File: config.mk
export PLATFORM = sky130hd
export DESIGN_NAME = slipDescrambler
export DESIGN_NICKNAME = d
export VERILOG_FILES = /design/src/rtl/slipDecPkg.sv /design/src/rtl/slipKeystream.sv /design/src/rtl/slipCtrl.sv /design/src/rtl/slipData.sv /design/src/rtl/slipDescrambler.sv
export SDC_FILE = /design/constraint.sdc
export NUM_CORES = 1
export LEC_CHECK = 0
export ABC_AREA = 1
export BUFFER_PORTS_ARGS = -buffer_cell sky130_fd_sc_hd__clkbuf_2
export CORE_MARGIN = 5
export CORE_UTILIZATION = 45
export CTS_BUF_LIST = sky130_fd_sc_hd__clkbuf_4 sky130_fd_sc_hd__clkbuf_8
export DETAILED_ROUTE_END_ITERATION = 7
export PLACE_DENSITY_LB_ADDON = 0.3
export SKIP_LAST_GASP = 1
export SYNTH_ARGS = -nofsm -noshare
export SYNTH_HDL_FRONTEND = slang
export SYNTH_SLANG_ARGS = --single-unit
File: constraint.sdc
create_clock -name clk -period 3.2 [get_ports clk]
set_input_delay 0.48 -clock clk [delete_from_list [all_inputs] [get_ports clk]]
set_output_delay 0.48 -clock clk [all_outputs]
set_load 0.01 [all_outputs]
File: src/rtl/slipDecPkg.sv
package slipDecPkg;

  localparam logic [7:0] DELIM_CODE   = 8'hC0;
  localparam logic [7:0] ESCAPE_CODE  = 8'hDB;
  localparam logic [7:0] ESC_DELIM    = 8'hDC;
  localparam logic [7:0] ESC_ESCAPE   = 8'hDD;

  typedef enum logic [1:0] {
    SEL_RAW    = 2'd0,
    SEL_DELIM  = 2'd1,
    SEL_ESCAPE = 2'd2
  } byteSel_e;

  typedef enum logic {
    ST_PLAIN   = 1'b0,
    ST_ESCAPED = 1'b1
  } escState_e;

  typedef struct packed {
    logic     advance;
    logic     reseed;
    logic     loadHold;
    logic     pushHold;
    logic     pushLast;
    byteSel_e sel;
  } dpStrobe_t;

endpackage

File: src/rtl/slipKeystream.sv
module slipKeystream #(
  parameter int          STATE_W = 16,
  parameter int          KEY_W   = 8,
  parameter logic [15:0] TAPS    = 16'hB400,
  parameter logic [15:0] SEED    = 16'hACE1
) (
  input  logic             clk,
  input  logic             rstN,
  input  logic             advance,
  input  logic             reseed,
  output logic [KEY_W-1:0] key
);

  localparam logic [STATE_W-1:0] SEED_V = SEED[STATE_W-1:0];
  localparam logic [STATE_W-1:0] TAP_V  = TAPS[STATE_W-1:0];

  logic [STATE_W-1:0] state;
  logic [STATE_W-1:0] stepped [KEY_W+1];

  assign stepped[0] = state;

  generate
    for (genvar i = 0; i < KEY_W; i++) begin : g_step
      assign stepped[i+1] = {stepped[i][STATE_W-2:0], ^(stepped[i] & TAP_V)};
    end
  endgenerate

  always_ff @(posedge clk) begin
    if (!rstN)        state <= SEED_V;
    else if (reseed)  state <= SEED_V;
    else if (advance) state <= stepped[KEY_W];
  end

  assign key = state[KEY_W-1:0];

  // a delimiter puts the generator back at the seed
  p_reseed_to_seed_r5: assert property (@(posedge clk) disable iff (!rstN)
    reseed |=> state == SEED_V);

  // the state only moves on a forwarded byte or a delimiter
  p_idle_holds_r5: assert property (@(posedge clk) disable iff (!rstN)
    (!reseed && !advance) |=> $stable(state));

endmodule

File: src/rtl/slipCtrl.sv
module slipCtrl
  import slipDecPkg::*;
(
  input  logic       clk,
  input  logic       rstN,
  input  logic [7:0] inByte,
  input  logic       inValid,
  input  logic       outFree,
  output logic       inReady,
  output dpStrobe_t  strobes,
  output logic       errPulse
);

  escState_e escState, escNext;
  logic      muted, mutedNext;
  logic      holdValid, holdValidNext;
  logic      errNext;
  logic      accept;
  logic      takeData;
  byteSel_e  dataSel;

  assign inReady = outFree;
  assign accept  = inValid && outFree;

  always_comb begin
    escNext       = escState;
    mutedNext     = muted;
    holdValidNext = holdValid;
    errNext       = 1'b0;
    takeData      = 1'b0;
    dataSel       = SEL_RAW;
    strobes       = '0;
    strobes.sel   = SEL_RAW;

    if (accept) begin
      if (muted) begin
        if (inByte == DELIM_CODE) begin
          mutedNext      = 1'b0;
          strobes.reseed = 1'b1;
        end
      end else if (escState == ST_ESCAPED) begin
        escNext = ST_PLAIN;
        if (inByte == ESC_DELIM) begin
          takeData = 1'b1;
          dataSel  = SEL_DELIM;
        end else if (inByte == ESC_ESCAPE) begin
          takeData = 1'b1;
          dataSel  = SEL_ESCAPE;
        end else if (inByte == DELIM_CODE) begin
          errNext        = 1'b1;
          holdValidNext  = 1'b0;
          strobes.reseed = 1'b1;
        end else begin
          errNext       = 1'b1;
          holdValidNext = 1'b0;
          mutedNext     = 1'b1;
        end
      end else begin
        if (inByte == DELIM_CODE) begin
          strobes.reseed = 1'b1;
          if (holdValid) begin
            strobes.pushHold = 1'b1;
            strobes.pushLast = 1'b1;
          end
          holdValidNext = 1'b0;
        end else if (inByte == ESCAPE_CODE) begin
          escNext = ST_ESCAPED;
        end else begin
          takeData = 1'b1;
          dataSel  = SEL_RAW;
        end
      end

      if (takeData) begin
        strobes.advance  = 1'b1;
        strobes.loadHold = 1'b1;
        strobes.sel      = dataSel;
        strobes.pushHold = holdValid;
        strobes.pushLast = 1'b0;
        holdValidNext    = 1'b1;
      end
    end
  end

  always_ff @(posedge clk) begin
    if (!rstN) begin
      escState  <= ST_PLAIN;
      muted     <= 1'b0;
      holdValid <= 1'b0;
      errPulse  <= 1'b0;
    end else begin
      escState  <= escNext;
      muted     <= mutedNext;
      holdValid <= holdValidNext;
      errPulse  <= errNext;
    end
  end

  // an error never lasts beyond one cycle
  p_err_single_r3: assert property (@(posedge clk) disable iff (!rstN)
    errPulse |=> !errPulse);

  // while muted nothing is held and no escape is pending
  p_mute_empty_r4: assert property (@(posedge clk) disable iff (!rstN)
    muted |-> (!holdValid && escState == ST_PLAIN));

  // an error leaves no held byte behind
  p_err_drops_hold_r3: assert property (@(posedge clk) disable iff (!rstN)
    errPulse |-> !holdValid);

  // a last marker is only pushed together with a reseed
  p_last_on_delim_r6: assert property (@(posedge clk) disable iff (!rstN)
    (strobes.pushHold && strobes.pushLast) |-> strobes.reseed);

endmodule

File: src/rtl/slipData.sv
module slipData
  import slipDecPkg::*;
#(
  parameter int          STATE_W = 16,
  parameter logic [15:0] TAPS    = 16'hB400,
  parameter logic [15:0] SEED    = 16'hACE1
) (
  input  logic       clk,
  input  logic       rstN,
  input  logic [7:0] inByte,
  input  dpStrobe_t  strobes,
  input  logic       outReady,
  output logic       outFree,
  output logic       outValid,
  output logic [7:0] outData,
  output logic       outLast
);

  logic [7:0] key;
  logic [7:0] recovered;
  logic [7:0] holdData;

  slipKeystream #(
    .STATE_W (STATE_W),
    .KEY_W   (8),
    .TAPS    (TAPS),
    .SEED    (SEED)
  ) uKeys (
    .clk     (clk),
    .rstN    (rstN),
    .advance (strobes.advance),
    .reseed  (strobes.reseed),
    .key     (key)
  );

  always_comb begin
    unique case (strobes.sel)
      SEL_DELIM:  recovered = DELIM_CODE;
      SEL_ESCAPE: recovered = ESCAPE_CODE;
      default:    recovered = inByte;
    endcase
  end

  always_ff @(posedge clk) begin
    if (!rstN)                 holdData <= '0;
    else if (strobes.loadHold) holdData <= recovered ^ key;
  end

  always_ff @(posedge clk) begin
    if (!rstN) begin
      outValid <= 1'b0;
      outData  <= '0;
      outLast  <= 1'b0;
    end else if (strobes.pushHold) begin
      outValid <= 1'b1;
      outData  <= holdData;
      outLast  <= strobes.pushLast;
    end else if (outReady) begin
      outValid <= 1'b0;
    end
  end

  assign outFree = !outValid || outReady;

  // the control never pushes into an occupied output register
  p_no_overflow_r9: assert property (@(posedge clk) disable iff (!rstN)
    strobes.pushHold |-> outFree);

  // a stalled output stays put
  p_stall_stable_r9: assert property (@(posedge clk) disable iff (!rstN)
    (outValid && !outReady) |=> (outValid && $stable(outData) && $stable(outLast)));

endmodule

File: src/rtl/slipDescrambler.sv
module slipDescrambler
  import slipDecPkg::*;
#(
  parameter int          STATE_W = 16,
  parameter logic [15:0] TAPS    = 16'hB400,
  parameter logic [15:0] SEED    = 16'hACE1
) (
  input  logic       clk,
  input  logic       rstN,
  input  logic [7:0] inByte,
  input  logic       inValid,
  output logic       inReady,
  output logic [7:0] outData,
  output logic       outLast,
  output logic       outValid,
  input  logic       outReady,
  output logic       errPulse
);

  dpStrobe_t strobes;
  logic      outFree;

  slipCtrl uCtrl (
    .clk      (clk),
    .rstN     (rstN),
    .inByte   (inByte),
    .inValid  (inValid),
    .outFree  (outFree),
    .inReady  (inReady),
    .strobes  (strobes),
    .errPulse (errPulse)
  );

  slipData #(
    .STATE_W (STATE_W),
    .TAPS    (TAPS),
    .SEED    (SEED)
  ) uData (
    .clk      (clk),
    .rstN     (rstN),
    .inByte   (inByte),
    .strobes  (strobes),
    .outReady (outReady),
    .outFree  (outFree),
    .outValid (outValid),
    .outData  (outData),
    .outLast  (outLast)
  );

  // nothing is presented in the cycle right after reset
  p_reset_quiet_r10: assert property (@(posedge clk)
    $rose(rstN) |-> (!outValid && !errPulse));

endmodule

==> results_tabular.tex, run 1 <==
\begin{tabular}{lr}
\hline
Metric & Value \\
\hline
\multicolumn{2}{l}{\textbf{Placed design}} \\
\quad Placed cell area & 2100 µm² \\
\quad Instance count after placement with tap cells included & 326 \\
\quad Routability-driven placement congestion ratio & 0.824 \\
\quad Port Buffer Count & 23 \\
\quad Post-DP HPWL & 2830 µm \\
\multicolumn{2}{l}{\textbf{Final layout}} \\
\quad Nets & 294 \\
\quad Post-layout instance count excluding filler cells & 334 \\
\quad Proportion of layout cells with a drive suffix above 1 & 20.6\% \\
\quad Antenna Diode Count & 0 \\
\quad Post-route cell area & 2200 µm² \\
\quad Layout overhead on the synthesized area & 9.94\% \\
\multicolumn{2}{l}{\textbf{Status}} \\
\quad Outcome & finished, final reports clean \\
\multicolumn{2}{l}{\textbf{STA}} \\
\quad Tcrit/Tclk final & about 72\% \\
\quad Sum Neg Setup Slack & 0 ps \\
\quad Layout Skew & 2.65 ps \\
\quad Worst slew pin tran & 658 ps \\
\quad Worst hold margin & 465 ps \\
\quad Setup repair after global routing missed its margin & no \\
\quad Setup-violating endpoint count in the final report & 0 \\
\quad Fmax achieved & between 400 and 500 MHz \\
\quad Slew HR & 56.1\% \\
\quad Hold violation count in the final report & 0 \\
\quad Min Tclk post-route & 2310 ps \\
\quad Max Slew Vio Count & 0 \\
\multicolumn{2}{l}{\textbf{Pwr}} \\
\quad Power density of the placed cells & 537 nW/µm² \\
\quad Switching Fraction & 30.2\% \\
\quad Switching power total & 0.357 mW \\
\quad Sequential power share & 48.2\% \\
\quad Portion of total power attributed to combinational logic & 22.2\% \\
\quad Leakage & around 1 nW \\
\quad Clk network pwr share & 29.6\% \\
\quad Max VDD drop & about 0.25 mV \\
\quad Internal Dissipation & 0.825 mW \\
\multicolumn{2}{l}{\textbf{Setup path}} \\
\quad Worst path max stage delay & approximately 350 ps \\
\quad Highest-delay cell along the critical path & ha\_1 \\
\quad Crit. End Element & flip-flop \\
\quad Largest fanout of any net on the critical path & 4 \\
\quad CP startpoint kind & primary input \\
\quad Critical-path cell list & clkbuf\_2 -> inv\_1 -> nand2\_1 -> nor2\_4 -> nand2\_1 -> nand2\_2 -> nand2\_2 -> a21oi\_2 -> nand4\_1 -> ha\_1 -> or2\_2 -> o21ai\_0 -> xor2\_1 -> o21ai\_0 -> nor2\_1 \\
\quad Data arrival time at the worst-slack endpoint & 2550 ps \\
\quad Category of the critical setup timing path & in -> reg \\
\quad Data required, critical path & 3430 ps \\
\multicolumn{2}{l}{\textbf{GRT}} \\
\quad Total global routing track utilization & between 10 and 15\% \\
\quad Via count of the first global-routing pass & 1483 \\
\quad Largest net degree at the start of global routing & 30 \\
\quad Congestion Overflow GR & 0 \\
\quad Initial antenna violation count & 0 \\
\quad Global-route wire length before repair & 6870 µm \\
\multicolumn{2}{l}{\textbf{CTS}} \\
\quad Clock edge transition at the registers on the reported setup and hold paths & 70 ps \\
\quad Clock tree from TritonCTS & built \\
\quad Number of buffers inserted to repair setup after CTS & 0 \\
\quad \# H-tree levels & 2 \\
\quad Total number of clock tree sinks & 38 \\
\quad Number of buffers created by CTS & 5 \\
\quad Count of hold buffers inserted by post-cts repair & 0 \\
\quad Clk Latency, worst-skew pair & 290 ps \\
\quad Library cell used as clock root buffer & clkbuf\_8 \\
\quad Bufs on Longest Clock Path & 2 \\
\quad Post-CTS resize count & 0 \\
\multicolumn{2}{l}{\textbf{Synth}} \\
\quad Mux contribution to synthesized area & 0\% \\
\quad Simple logic cell fraction of the synthesized area & between 20\% and 30\% \\
\quad Adder-cell share of the synthesized area & 0.625\% \\
\quad Post-synthesis cell type count & 29 \\
\quad Post-synthesis instance total & 262 \\
\quad Cell area after synthesis & between 2000 and 2500 µm² \\
\quad Number of warning messages in the yosys log & 0 \\
\quad Proportion of synthesized flip-flops having asynchronous set or reset & 0\% \\
\quad Dominant synthesized flop cell & dfxtp\_1 \\
\quad Synthesized area per cell & around 7.6 µm² \\
\quad Dominant combinational cell family by area after synthesis & simple AND/OR/NAND/NOR gates \\
\quad Net count of the mapped netlist & 275 \\
\quad Synthesized-area fraction occupied by ao, oa, aoi and oai cells & 12.6\% \\
\quad Post-synthesis sequential area ratio & 38.0\% \\
\quad Count of state elements after synthesis & 38 \\
\quad EDFF count, synth & 0 \\
\quad Synth Area in XOR/XNOR & 13.1\% \\
\multicolumn{2}{l}{\textbf{Floorplan}} \\
\quad Area inside the core boundary & between 4000 and 5000 µm² \\
\quad Count of boundary I/O pins & 24 \\
\quad Die width & 76.7 µm \\
\quad Starting Density & 46.3\% \\
\quad Die area & a little under 6000 µm² \\
\quad Floorplan row count & 24 \\
\quad Die Height & 76.7 µm \\
\multicolumn{2}{l}{\textbf{Drt}} \\
\quad Post-detailed-route DRC marker count & 0 \\
\quad Number of routed nets with antenna violations & 0 \\
\quad Avg WL per Cell & 11.8 µm \\
\quad Number of iterations in the first detailed-routing pass & 4 \\
\quad Via count of the routed design & 1633 \\
\quad First-iteration detailed-routing DRC count & between 100 and 150 \\
\quad Total routed wirelength & 3940 µm \\
\quad Number of vias per cell & 4.89 \\
\multicolumn{2}{l}{\textbf{Job}} \\
\quad Maximum Capacitance Violations & 0 \\
\multicolumn{2}{l}{\textbf{Worst hold path}} \\
\quad Hold Path Class & reg -> reg \\
\hline
\end{tabular}
## routing by layer
layer | track usage, % | vias to the layer above | routed length [µm]
li1 | - | 856 | -
met1 | 17.7 | 740 | 1870
met2 | 22.9 | 30 | 1820
met3 | 3.40 | 7 | 169
met4 | 7.17 | 0 | 72
met5 | 0 | - | 0
## cell usage in the layout, fill, tap and decap left out, types with 5 or more instances in the layout
master,netlist,final
inv_1,25,25
nor2_1,40,40
o211ai_1,5,5
dfxtp_1,38,38
xor2_1,12,12
clkbuf_2,0,23
a21oi_1,6,6
o21ai_0,13,13
o21ai_1,6,6
nand3_1,12,12
nand2_1,45,45
a21oi_2,9,9
clkbuf_8,0,6
xnor2_1,18,18
nand2_2,5,5
## cells in the mapped netlist, types with 2 or more instances
library cell   n  area [µm²]
nand2_2        5        31.3
nand3_1       12        60.1
nand3_2        2        20.0
a21oi_2        9        78.8
buf_2          4        20.0
inv_1         25        93.8
nor2_1        40         150
nand2_1       45         169
nor2_4         2        22.5
clkbuf_1       3        11.3
o21ai_0       13        65.1
a21oi_1        6        30.0
dfxtp_1       38         761
xnor2_1       18         158
nor2_2         2        12.5
buf_4          2        15.0
xor2_1        12         105
o21ai_1        6        30.0
o211ai_1       5        37.5
buf_6          4        45.0
## path summary, 6_finish.rpt
| path | depth (start not counted) | endpoint | from | slack [ps] |
|---|---|---|---|---|
| max | 15 | uData.holdData[0]$_SDFFE_PN0P_ | inByte[5] | 890 |
| min | 2 | uData.outLast$_SDFFE_PN0P_ | uData.outLast$_SDFFE_PN0P_ | 460 |
| max reg2reg | 12 | uData.holdData[0]$_SDFFE_PN0P_ | uData.outValid$_SDFFE_PN0P_ | 940 |
| min reg2reg | 2 | uData.outLast$_SDFFE_PN0P_ | uData.outLast$_SDFFE_PN0P_ | 460 |
## flip-flops by register name (all words and copies together) (netlist names)
| signal | flops |
|---|---|
| uData.outData | 8 |
| uData.uKeys.state | 16 |
| uCtrl.errPulse | 1 |
| uData.outLast | 1 |
| uCtrl.muted | 1 |
| uCtrl.holdValid | 1 |
| uData.outValid | 1 |
| uData.holdData | 8 |
| uCtrl.escState | 1 |
## through the flow
stage | setup slack [ps] | utilization, % | power (mW)
floorplan | 747 | - | 0.796
global placement | 679 | 48.7 | 0.840
detailed placement | 596 | 48.7 | 0.844
CTS | 905 | 50.9 | 1.19
global route | 661 | 50.9 | 1.26
finish | 888 | 50.9 | 1.18
## final cells by class
type,count,area (µm²)
clock inverter,1,5.00
timing repair buffer,25,130
sequential,38,761
multi-input combinational,185,1050
inverter,26,97.6
fill,446,2120
clock buffer,7,90.1
tap,52,65.1
## critical path, delay by kind of cell
kind | cells | cell delay (ps)
adder cells (fa/ha/maj) | 1 | 350
XOR/XNOR | 1 | 180
AND/OR/NAND/NOR | 8 | 1000
AO/OA/AOI/OAI | 3 | 370
buffers and inverters | 2 | 170
## power groups by stage
stage | sequential [mW] | combinational, mW | clock [mW]
6_report | 0.569 | 0.262 | 0.350
4_1_cts | 0.569 | 0.266 | 0.359
3_3_place_gp | 0.579 | 0.261 | 0
5_1_grt | 0.578 | 0.298 | 0.382
2_1_floorplan | 0.566 | 0.231 | 0
3_5_place_dp | 0.580 | 0.264 | 0
## logic make-up (layout without fill, tap and decap cells)
family,after synthesis,in the layout
xor gates and xnor gates,30,30
and+or+nand+nor,114,114
buffers and inverters,39,59
DFF,38,38
adders and majority gates,1,1
AOI/OAI and AO/OA,40,40
No activity file was read; power rests on OpenSTA's default activity.
==> run 2, diff against run 1 <==
==> constraint.sdc (replaced) <==
create_clock -name clk -period 2.4 [get_ports clk]
set_input_delay 0.36 -clock clk [delete_from_list [all_inputs] [get_ports clk]]
set_output_delay 0.36 -clock clk [all_outputs]
set_load 0.01 [all_outputs]
==> run 2 against run 1 <==
  * Sequential power up 34%
  * Die area is the same
  * Largest cell class unchanged
  * Design area up 4.2%
  * Highest routed layer unchanged
  * Routed wire length decreased by 0.84%
  * Worst hold slack lost 18 ps
==> results_tabular.tex, run 2 (synthesized netlist as in run 1, its figures left out) <==
\begin{tabular}{lr}
\hline
Metric & Value \\
\hline
\multicolumn{2}{l}{\textbf{Final layout}} \\
\quad Most common library cell in the layout ignoring fill and taps & nand2\_1 (unchanged) \\
\quad Post-route cell area & 2290 µm² (was 2200 µm²) \\
\quad Proportion of layout cells with a drive suffix above 1 & 22.6\% (was 20.6\%) \\
\quad Nets & 300 (was 294) \\
\quad Antenna Diode Count & 0 (unchanged) \\
\quad Layout overhead on the synthesized area & 14.6\% (was 9.94\%) \\
\quad Register containing the most flip-flops in the final layout & uData.uKeys.state (unchanged) \\
\quad Number of fill cells in the layout & 430 (was 446) \\
\quad Leading cell types in the layout, fill and taps excluded & nand2\_1, nor2\_1, dfxtp\_1 (unchanged) \\
\quad Flip-flop count of the largest register after layout & 16 (unchanged) \\
\quad Registers with the most flip-flops & uData.uKeys.state x16, uData.holdData x8, uData.outData x8 (unchanged) \\
\quad Footprint of the flip-flops and latches & 761 µm² (unchanged) \\
\quad Area used by multi-input combinational logic & 1060 µm² (was 1050 µm²) \\
\quad Post-layout instance count excluding filler cells & 340 (was 334) \\
\multicolumn{2}{l}{\textbf{GRT}} \\
\quad Largest net degree at the start of global routing & 30 (unchanged) \\
\quad Via count of the first global-routing pass & 1513 (was 1483) \\
\quad Initial antenna violation count & 0 (unchanged) \\
\quad Global-route wire length before repair & 6770 µm (was 6870 µm) \\
\quad Total global routing track utilization & 14.0\% (was 14.3\%) \\
\quad Congestion Overflow GR & 0 (unchanged) \\
\multicolumn{2}{l}{\textbf{Setup path}} \\
\quad Most frequent CP cell & o21ai\_0 \\
\quad Highest-delay cell along the critical path & ha\_1 (unchanged) \\
\quad Worst path max stage delay & 330 ps (was 350 ps) \\
\quad Largest fanout of any net on the critical path & 4 (unchanged) \\
\quad R2R Path End & uData.holdData[4]\$\_SDFFE\_PN0P\_ (was uData.holdData[0]\$\_SDFFE\_PN0P\_) \\
\quad Critical-path cell list & nand2\_2 -> nand2\_1 -> nor2\_4 -> inv\_1 -> a21oi\_2 -> nand4\_1 -> ha\_1 -> or2\_2 -> o21ai\_0 -> xor2\_1 -> o21ai\_0 -> nor2\_1 (was clkbuf\_2 -> inv\_1 -> nand2\_1 -> nor2\_4 -> nand2\_1 -> nand2\_2 -> nand2\_2 -> a21oi\_2 -> nand4\_1 -> ha\_1 -> or2\_2 -> o21ai\_0 -> xor2\_1 -> o21ai\_0 -> nor2\_1) \\
\quad Data arrival time at the worst-slack endpoint & 2370 ps (was 2550 ps) \\
\quad Register-to-Register Path Depth & 12 (unchanged) \\
\quad Data required, critical path & 2630 ps (was 3430 ps) \\
\quad CP startpoint kind & flip-flop (was primary input) \\
\quad Crit. End Element & flip-flop (unchanged) \\
\quad Category of the critical setup timing path & reg -> reg (was in -> reg) \\
\quad Slack of the worst reg-to-reg path & 250 ps (was 940 ps) \\
\quad Crit Reg-Reg Startpoint & uData.outValid\$\_SDFFE\_PN0P\_ (unchanged) \\
\multicolumn{2}{l}{\textbf{CTS}} \\
\quad \# H-tree levels & 2 (unchanged) \\
\quad Clock edge transition at the registers on the reported setup and hold paths & 70 ps (about the same) \\
\quad Clk Latency, worst-skew pair & 290 ps (about the same) \\
\quad Number of buffers created by CTS & 5 (unchanged) \\
\quad Clock tree from TritonCTS & built (unchanged) \\
\quad Total number of clock tree sinks & 38 (unchanged) \\
\quad Library cell used as clock root buffer & clkbuf\_8 (unchanged) \\
\quad Number of buffers inserted to repair setup after CTS & 0 (unchanged) \\
\quad Count of hold buffers inserted by post-cts repair & 0 (unchanged) \\
\quad Bufs on Longest Clock Path & 2 (unchanged) \\
\multicolumn{2}{l}{\textbf{STA}} \\
\quad Max Slew Vio Count & 0 (unchanged) \\
\quad Hold violation count in the final report & 0 (unchanged) \\
\quad Worst slew pin tran & 461 ps (was 658 ps) \\
\quad Tcrit/Tclk final & 89.4\% \\
\quad Setup-violating endpoint count in the final report & 0 (unchanged) \\
\quad Layout Skew & 8.66 ps (was 2.65 ps) \\
\quad Slew HR & 69.2\% (was 56.1\%) \\
\quad Min Tclk post-route & roughly 2100 ps \\
\quad Fmax achieved & 466 MHz \\
\quad Setup repair after global routing missed its margin & no (unchanged) \\
\multicolumn{2}{l}{\textbf{Drt}} \\
\quad Number of iterations in the first detailed-routing pass & 4 (unchanged) \\
\quad Number of routed nets with antenna violations & 0 (unchanged) \\
\quad Via count of the routed design & 1617 (was 1633) \\
\quad Avg WL per Cell & 11.5 µm (was 11.8 µm) \\
\quad First-iteration detailed-routing DRC count & 85 (was 114) \\
\quad Number of vias per cell & 4.76 (was 4.89) \\
\quad Post-detailed-route DRC marker count & 0 (unchanged) \\
\quad Total routed wirelength & 3910 µm (was 3940 µm) \\
\multicolumn{2}{l}{\textbf{Placed design}} \\
\quad Instance count after placement with tap cells included & 332 (was 326) \\
\quad Routability-driven placement congestion ratio & 0.815 (was 0.824) \\
\quad Post-DP HPWL & 2740 µm (was 2830 µm) \\
\quad Port Buffer Count & 23 (unchanged) \\
\quad Placed cell area & 2150 µm² (was 2100 µm²) \\
\multicolumn{2}{l}{\textbf{Worst hold path}} \\
\quad Worst Hold End & uData.outValid\$\_SDFFE\_PN0P\_ (was uData.outLast\$\_SDFFE\_PN0P\_) \\
\quad Hold path startpoint & outReady (was uData.outLast\$\_SDFFE\_PN0P\_) \\
\quad Cell depth of the worst min-delay path & 6 (was 2) \\
\quad Hold Path Class & in -> reg (was reg -> reg) \\
\multicolumn{2}{l}{\textbf{Pwr}} \\
\quad Total power after layout & 1.77 mW (was 1.18 mW) \\
\quad Max VDD drop & 0.310 mV (was 0.246 mV) \\
\quad Leakage & 1.07 nW (was 1.02 nW) \\
\quad Power density of the placed cells & 771 nW/µm² (was 537 nW/µm²) \\
\multicolumn{2}{l}{\textbf{Floorplan}} \\
\quad Die width & 76.7 µm (unchanged) \\
\quad Floorplan row count & 24 (unchanged) \\
\quad Die Height & 76.7 µm (unchanged) \\
\quad Count of boundary I/O pins & 24 (unchanged) \\
\quad Starting Density & 46.3\% (unchanged) \\
\quad Die area & 5880 µm² (unchanged) \\
\quad Area inside the core boundary & 4320 µm² (unchanged) \\
\multicolumn{2}{l}{\textbf{Status}} \\
\quad Outcome & finished, final reports clean (unchanged) \\
\multicolumn{2}{l}{\textbf{Job}} \\
\quad Maximum Capacitance Violations & 0 (unchanged) \\
\hline
\end{tabular}
-- run 2: timing repair --
| action | 4_1_cts | 5_1_grt |
|---|---|---|
| endpoints found under the setup margin | 0 | 1 |
| resized for setup | 0 | 1 |
| hold endpoints to repair | 0 | 0 |
-- run 2: layer usage --
layer / up-vias / GRT usage (%) / wire [µm]
met4: 0 / 5.77 / 57
met3: 4 / 3.75 / 137
li1: 875 / - / -
met5: - / 0 / 0
met1: 717 / 17.7 / 1870
met2: 21 / 22.3 / 1840
-- run 2: layout make-up --
| class | count | share of cell area, % |
|---|---|---|
| Inverter | 26 | 4.26 |
| Timing Repair Buffer | 31 | 7.64 |
| Clock inverter | 3 | 3.00 |
| Clock buffer | 5 | 3.00 |
| Tap cell | 52 | 2.84 |
| Multi-Input combinational cell | 185 | 46.1 |
| Sequential cell | 38 | 33.2 |
-- run 2: power breakdown --
part	total (mW)	internal, mW	leakage [nW]	switching (mW)
Combinational	0.358	0.165	0.684	0.193
Sequential	0.760	0.697	0.314	0.0637
Clock	0.650	0.416	0.0683	0.233
Total	1.77	1.28	1.07	0.490
-- run 2: how the worst max path moves through the flow --
stage,start,end,slack (ps),cells after the start
2_1_floorplan,outReady,uData.holdData[0]$_SDFFE_PN0P_,70,14
3_3_place_gp,inByte[7],uData.holdData[0]$_SDFFE_PN0P_,-5,14
3_5_place_dp,inByte[7],uData.holdData[0]$_SDFFE_PN0P_,-50,14
4_1_cts,uData.outValid$_SDFFE_PN0P_,uData.holdData[4]$_SDFFE_PN0P_,210,12
5_1_grt,uData.outValid$_SDFFE_PN0P_,uData.holdData[4]$_SDFFE_PN0P_,20,12
6_report,uData.outValid$_SDFFE_PN0P_,uData.holdData[4]$_SDFFE_PN0P_,250,12
-- run 2: worst max-delay path, delay by kind of cell, from the launching register on --
| family | cells | cell delay, ps |
|---|---|---|
| AO/OA/AOI/OAI | 3 | 320 |
| XOR/XNOR | 1 | 180 |
| adder cells (fa/ha/maj) | 1 | 330 |
| buffers and inverters | 1 | 90 |
| flip-flops | 1 | 320 |
| AND/OR/NAND/NOR | 6 | 830 |
-- run 2: stage by stage --
stage	hold slack [ps]	setup slack [ps]	setup TNS [ps]	utilization, %
after floorplan	455	67.3	0	-
after global placement	453	-5.23	-5.23	49.7
after detailed placement	457	-54.8	-128	49.7
after CTS	445	214	0	52.9
after global routing	494	15.7	0	53.0
final	447	255	0	53.0
==> run 3, diff against run 2 <==
--- a/config.mk
+++ b/config.mk
@@ -7,6 +7,7 @@
 export LEC_CHECK = 0
 export ABC_AREA = 1
 export BUFFER_PORTS_ARGS = -buffer_cell sky130_fd_sc_hd__clkbuf_2
+export CORE_ASPECT_RATIO = 1.25
 export CORE_MARGIN = 5
 export CORE_UTILIZATION = 45
 export CTS_BUF_LIST = sky130_fd_sc_hd__clkbuf_4 sky130_fd_sc_hd__clkbuf_8
==> run 3 against run 2 <==
  * Critical path depth did not move
  * Utilization decreased by 0.76 points
  * Global-route usage fell by 0.50 points
  * Combinational power shrank 2%
  * Register-to-register slack got worse by 30 ps
  * Cell count increased by 0.88%
  * Largest cell class unchanged
  * Routed wire length fell by 3.4%
==> results_tabular.tex, run 3 (synthesized netlist as in run 1, its figures left out) <==
\begin{tabular}{lr}
\hline
Metric & Value \\
\hline
\multicolumn{2}{l}{\textbf{CTS}} \\
\quad Count of hold buffers inserted by post-cts repair & 0 (unchanged) \\
\quad Number of buffers created by CTS & 5 (unchanged) \\
\quad Library cell used as clock root buffer & clkbuf\_8 (unchanged) \\
\quad Clock edge transition at the registers on the reported setup and hold paths & 80 ps (was 70 ps) \\
\quad Post-CTS resize count & 0 (unchanged) \\
\quad Clk Latency, worst-skew pair & 290 ps (about the same) \\
\quad \# H-tree levels & 2 (unchanged) \\
\quad Number of buffers inserted to repair setup after CTS & 0 (unchanged) \\
\quad Total number of clock tree sinks & 38 (unchanged) \\
\quad Bufs on Longest Clock Path & 2 (unchanged) \\
\quad Clock tree from TritonCTS & built (unchanged) \\
\multicolumn{2}{l}{\textbf{Drt}} \\
\quad Avg WL per Cell & 11.0 µm (was 11.5 µm) \\
\quad Number of iterations in the first detailed-routing pass & 4 (unchanged) \\
\quad Number of vias per cell & 4.70 (was 4.76) \\
\quad Total routed wirelength & 3770 µm (was 3910 µm) \\
\quad Post-detailed-route DRC marker count & 0 (unchanged) \\
\quad Length of routed met2 wiring & 1770 µm (was 1840 µm) \\
\quad Routed wire length on met3 & 167 µm (was 137 µm) \\
\quad Via count of the routed design & 1612 (was 1617) \\
\quad WL met1 & 1760 µm (was 1870 µm) \\
\quad Highest routed metal layer & met4 (unchanged) \\
\quad Number of routed nets with antenna violations & 0 (unchanged) \\
\quad First-iteration detailed-routing DRC count & 65 (was 85) \\
\multicolumn{2}{l}{\textbf{GRT}} \\
\quad Global-route wire length before repair & 6580 µm (was 6770 µm) \\
\quad Total global routing track utilization & 13.5\% (was 14.0\%) \\
\quad Initial antenna violation count & 0 (unchanged) \\
\quad Congestion Overflow GR & 0 (unchanged) \\
\quad Largest net degree at the start of global routing & 30 (unchanged) \\
\quad Via count of the first global-routing pass & 1509 (was 1513) \\
\multicolumn{2}{l}{\textbf{Final layout}} \\
\quad Most common library cell in the layout ignoring fill and taps & nand2\_1 (unchanged) \\
\quad Leading cell types in the layout, fill and taps excluded & nand2\_1, nor2\_1, dfxtp\_1 (unchanged) \\
\quad Layout overhead on the synthesized area & 13.8\% (was 14.6\%) \\
\quad Proportion of layout cells with a drive suffix above 1 & 21.4\% (was 22.6\%) \\
\quad Nets & 297 (was 300) \\
\quad Utilization after layout & 52.3\% (was 53.0\%) \\
\quad Antenna Diode Count & 0 (unchanged) \\
\quad Flip-flop count of the largest register after layout & 16 (unchanged) \\
\quad Register containing the most flip-flops in the final layout & uData.uKeys.state (unchanged) \\
\quad Registers with the most flip-flops & uData.uKeys.state x16, uData.holdData x8, uData.outData x8 (unchanged) \\
\multicolumn{2}{l}{\textbf{Setup path}} \\
\quad CP startpoint kind & flip-flop (unchanged) \\
\quad Data arrival time at the worst-slack endpoint & 2360 ps (was 2370 ps) \\
\quad Category of the critical setup timing path & reg -> reg (unchanged) \\
\quad Crit. End Element & flip-flop (unchanged) \\
\quad Data required, critical path & 2590 ps (was 2630 ps) \\
\quad Largest fanout of any net on the critical path & 4 (unchanged) \\
\multicolumn{2}{l}{\textbf{STA}} \\
\quad Worst slew pin tran & 621 ps (was 461 ps) \\
\quad Hold violation count in the final report & 0 (unchanged) \\
\quad Worst hold margin & 438 ps (was 447 ps) \\
\quad Setup repair after global routing missed its margin & no (unchanged) \\
\quad Layout Skew & 5.83 ps (was 8.66 ps) \\
\quad Max Slew Vio Count & 0 (unchanged) \\
\quad Tcrit/Tclk final & 90.5\% (was 89.4\%) \\
\quad Fmax achieved & 460 MHz (was 466 MHz) \\
\quad Min Tclk post-route & 2170 ps (was 2150 ps) \\
\quad Slew HR & 58.6\% (was 69.2\%) \\
\quad Setup-violating endpoint count in the final report & 0 (unchanged) \\
\multicolumn{2}{l}{\textbf{Floorplan}} \\
\quad Die area & 5890 µm² (was 5880 µm²) \\
\quad Starting Density & 45.9\% (was 46.3\%) \\
\quad Floorplan row count & 27 (was 24) \\
\quad Area inside the core boundary & 4360 µm² (was 4320 µm²) \\
\quad Count of boundary I/O pins & 24 (unchanged) \\
\quad Die Height & 84.6 µm (was 76.7 µm) \\
\quad Die width & 69.6 µm (was 76.7 µm) \\
\multicolumn{2}{l}{\textbf{Pwr}} \\
\quad Power density of the placed cells & 780 nW/µm² (was 771 nW/µm²) \\
\quad Max VDD drop & 0.417 mV (was 0.310 mV) \\
\quad Leakage & 1.05 nW (was 1.07 nW) \\
\multicolumn{2}{l}{\textbf{Worst hold path}} \\
\quad Hold Path Class & in -> reg (unchanged) \\
\multicolumn{2}{l}{\textbf{Job}} \\
\quad Maximum Capacitance Violations & 0 (unchanged) \\
\multicolumn{2}{l}{\textbf{Status}} \\
\quad Outcome & finished, final reports clean (unchanged) \\
\multicolumn{2}{l}{\textbf{Placed design}} \\
\quad Routability-driven placement congestion ratio & 0.795 (was 0.815) \\
\quad Port Buffer Count & 23 (unchanged) \\
\quad Post-DP HPWL & 2770 µm (was 2740 µm) \\
\hline
\end{tabular}
==> run 3: cell types whose count changed in the layout (fill, tap and decap cells not counted), sizes merged <==
| cell | change |
|---|---|
| buf | -3 |
| clkbuf | +1 |
| clkinv | -1 |
==> run 3: final timing paths <==
| kind | start | endpoint | slack [ps] | cells after the start |
|---|---|---|---|---|
| min reg2reg | uData.outLast$_SDFFE_PN0P_ | uData.outLast$_SDFFE_PN0P_ | 470 | 2 |
| min | outReady | uData.outValid$_SDFFE_PN0P_ | 440 | 6 |
| max reg2reg | uData.outValid$_SDFFE_PN0P_ | uData.holdData[0]$_SDFFE_PN0P_ | 230 | 12 |
| max | uData.outValid$_SDFFE_PN0P_ | uData.holdData[0]$_SDFFE_PN0P_ | 230 | 12 |
==> run 3: stage by stage <==
step                cells  worst slack, ps  power, mW  setup TNS [ps]  instance area [µm²]
floorplan             262             67.3       1.06               0                 2000
global placement      335             32.1       1.12               0                 2130
detailed placement    335            -40.4       1.13           -61.1                 2130
CTS                   343              197       1.80               0                 2280
global route          343             36.0       1.87               0                 2280
finish                343              228       1.78               0                 2280
==> run 3: power breakdown <==
part,total [mW],leakage [nW],switching (mW),internal [mW]
clock network,0.667,0.0714,0.224,0.443
registers,0.759,0.314,0.0625,0.697
logic,0.350,0.668,0.188,0.162
==> run 3: final cells by class <==
class	instances	area, µm²
clock buffers	6	82.6
clock inverters	2	60.1
fillers	435	2080
inverters	26	97.6
multi-input cells	185	1050
flip-flops and latches	38	761
well taps	58	72.6
repair buffers	28	153
==> run 3: worst max-delay path: stages (launching register included) <==
cell and delay [ps]:
dfxtp_1 330, nand2_2 80, nand2_1 100, nor2_4 160, inv_1 100, a21oi_2 130, nand4_1 100, ha_1 330
or2_2 300, o21ai_0 130, xor2_1 100, o21ai_0 170, nor2_1 50
==> run 3: routing by layer <==
metal  up-vias  global-route usage (%)
met2        25                    22.5
met4         0                    4.70
met1       716                    16.7
li1        864                       -
met5         -                       0
met3         7                    3.71
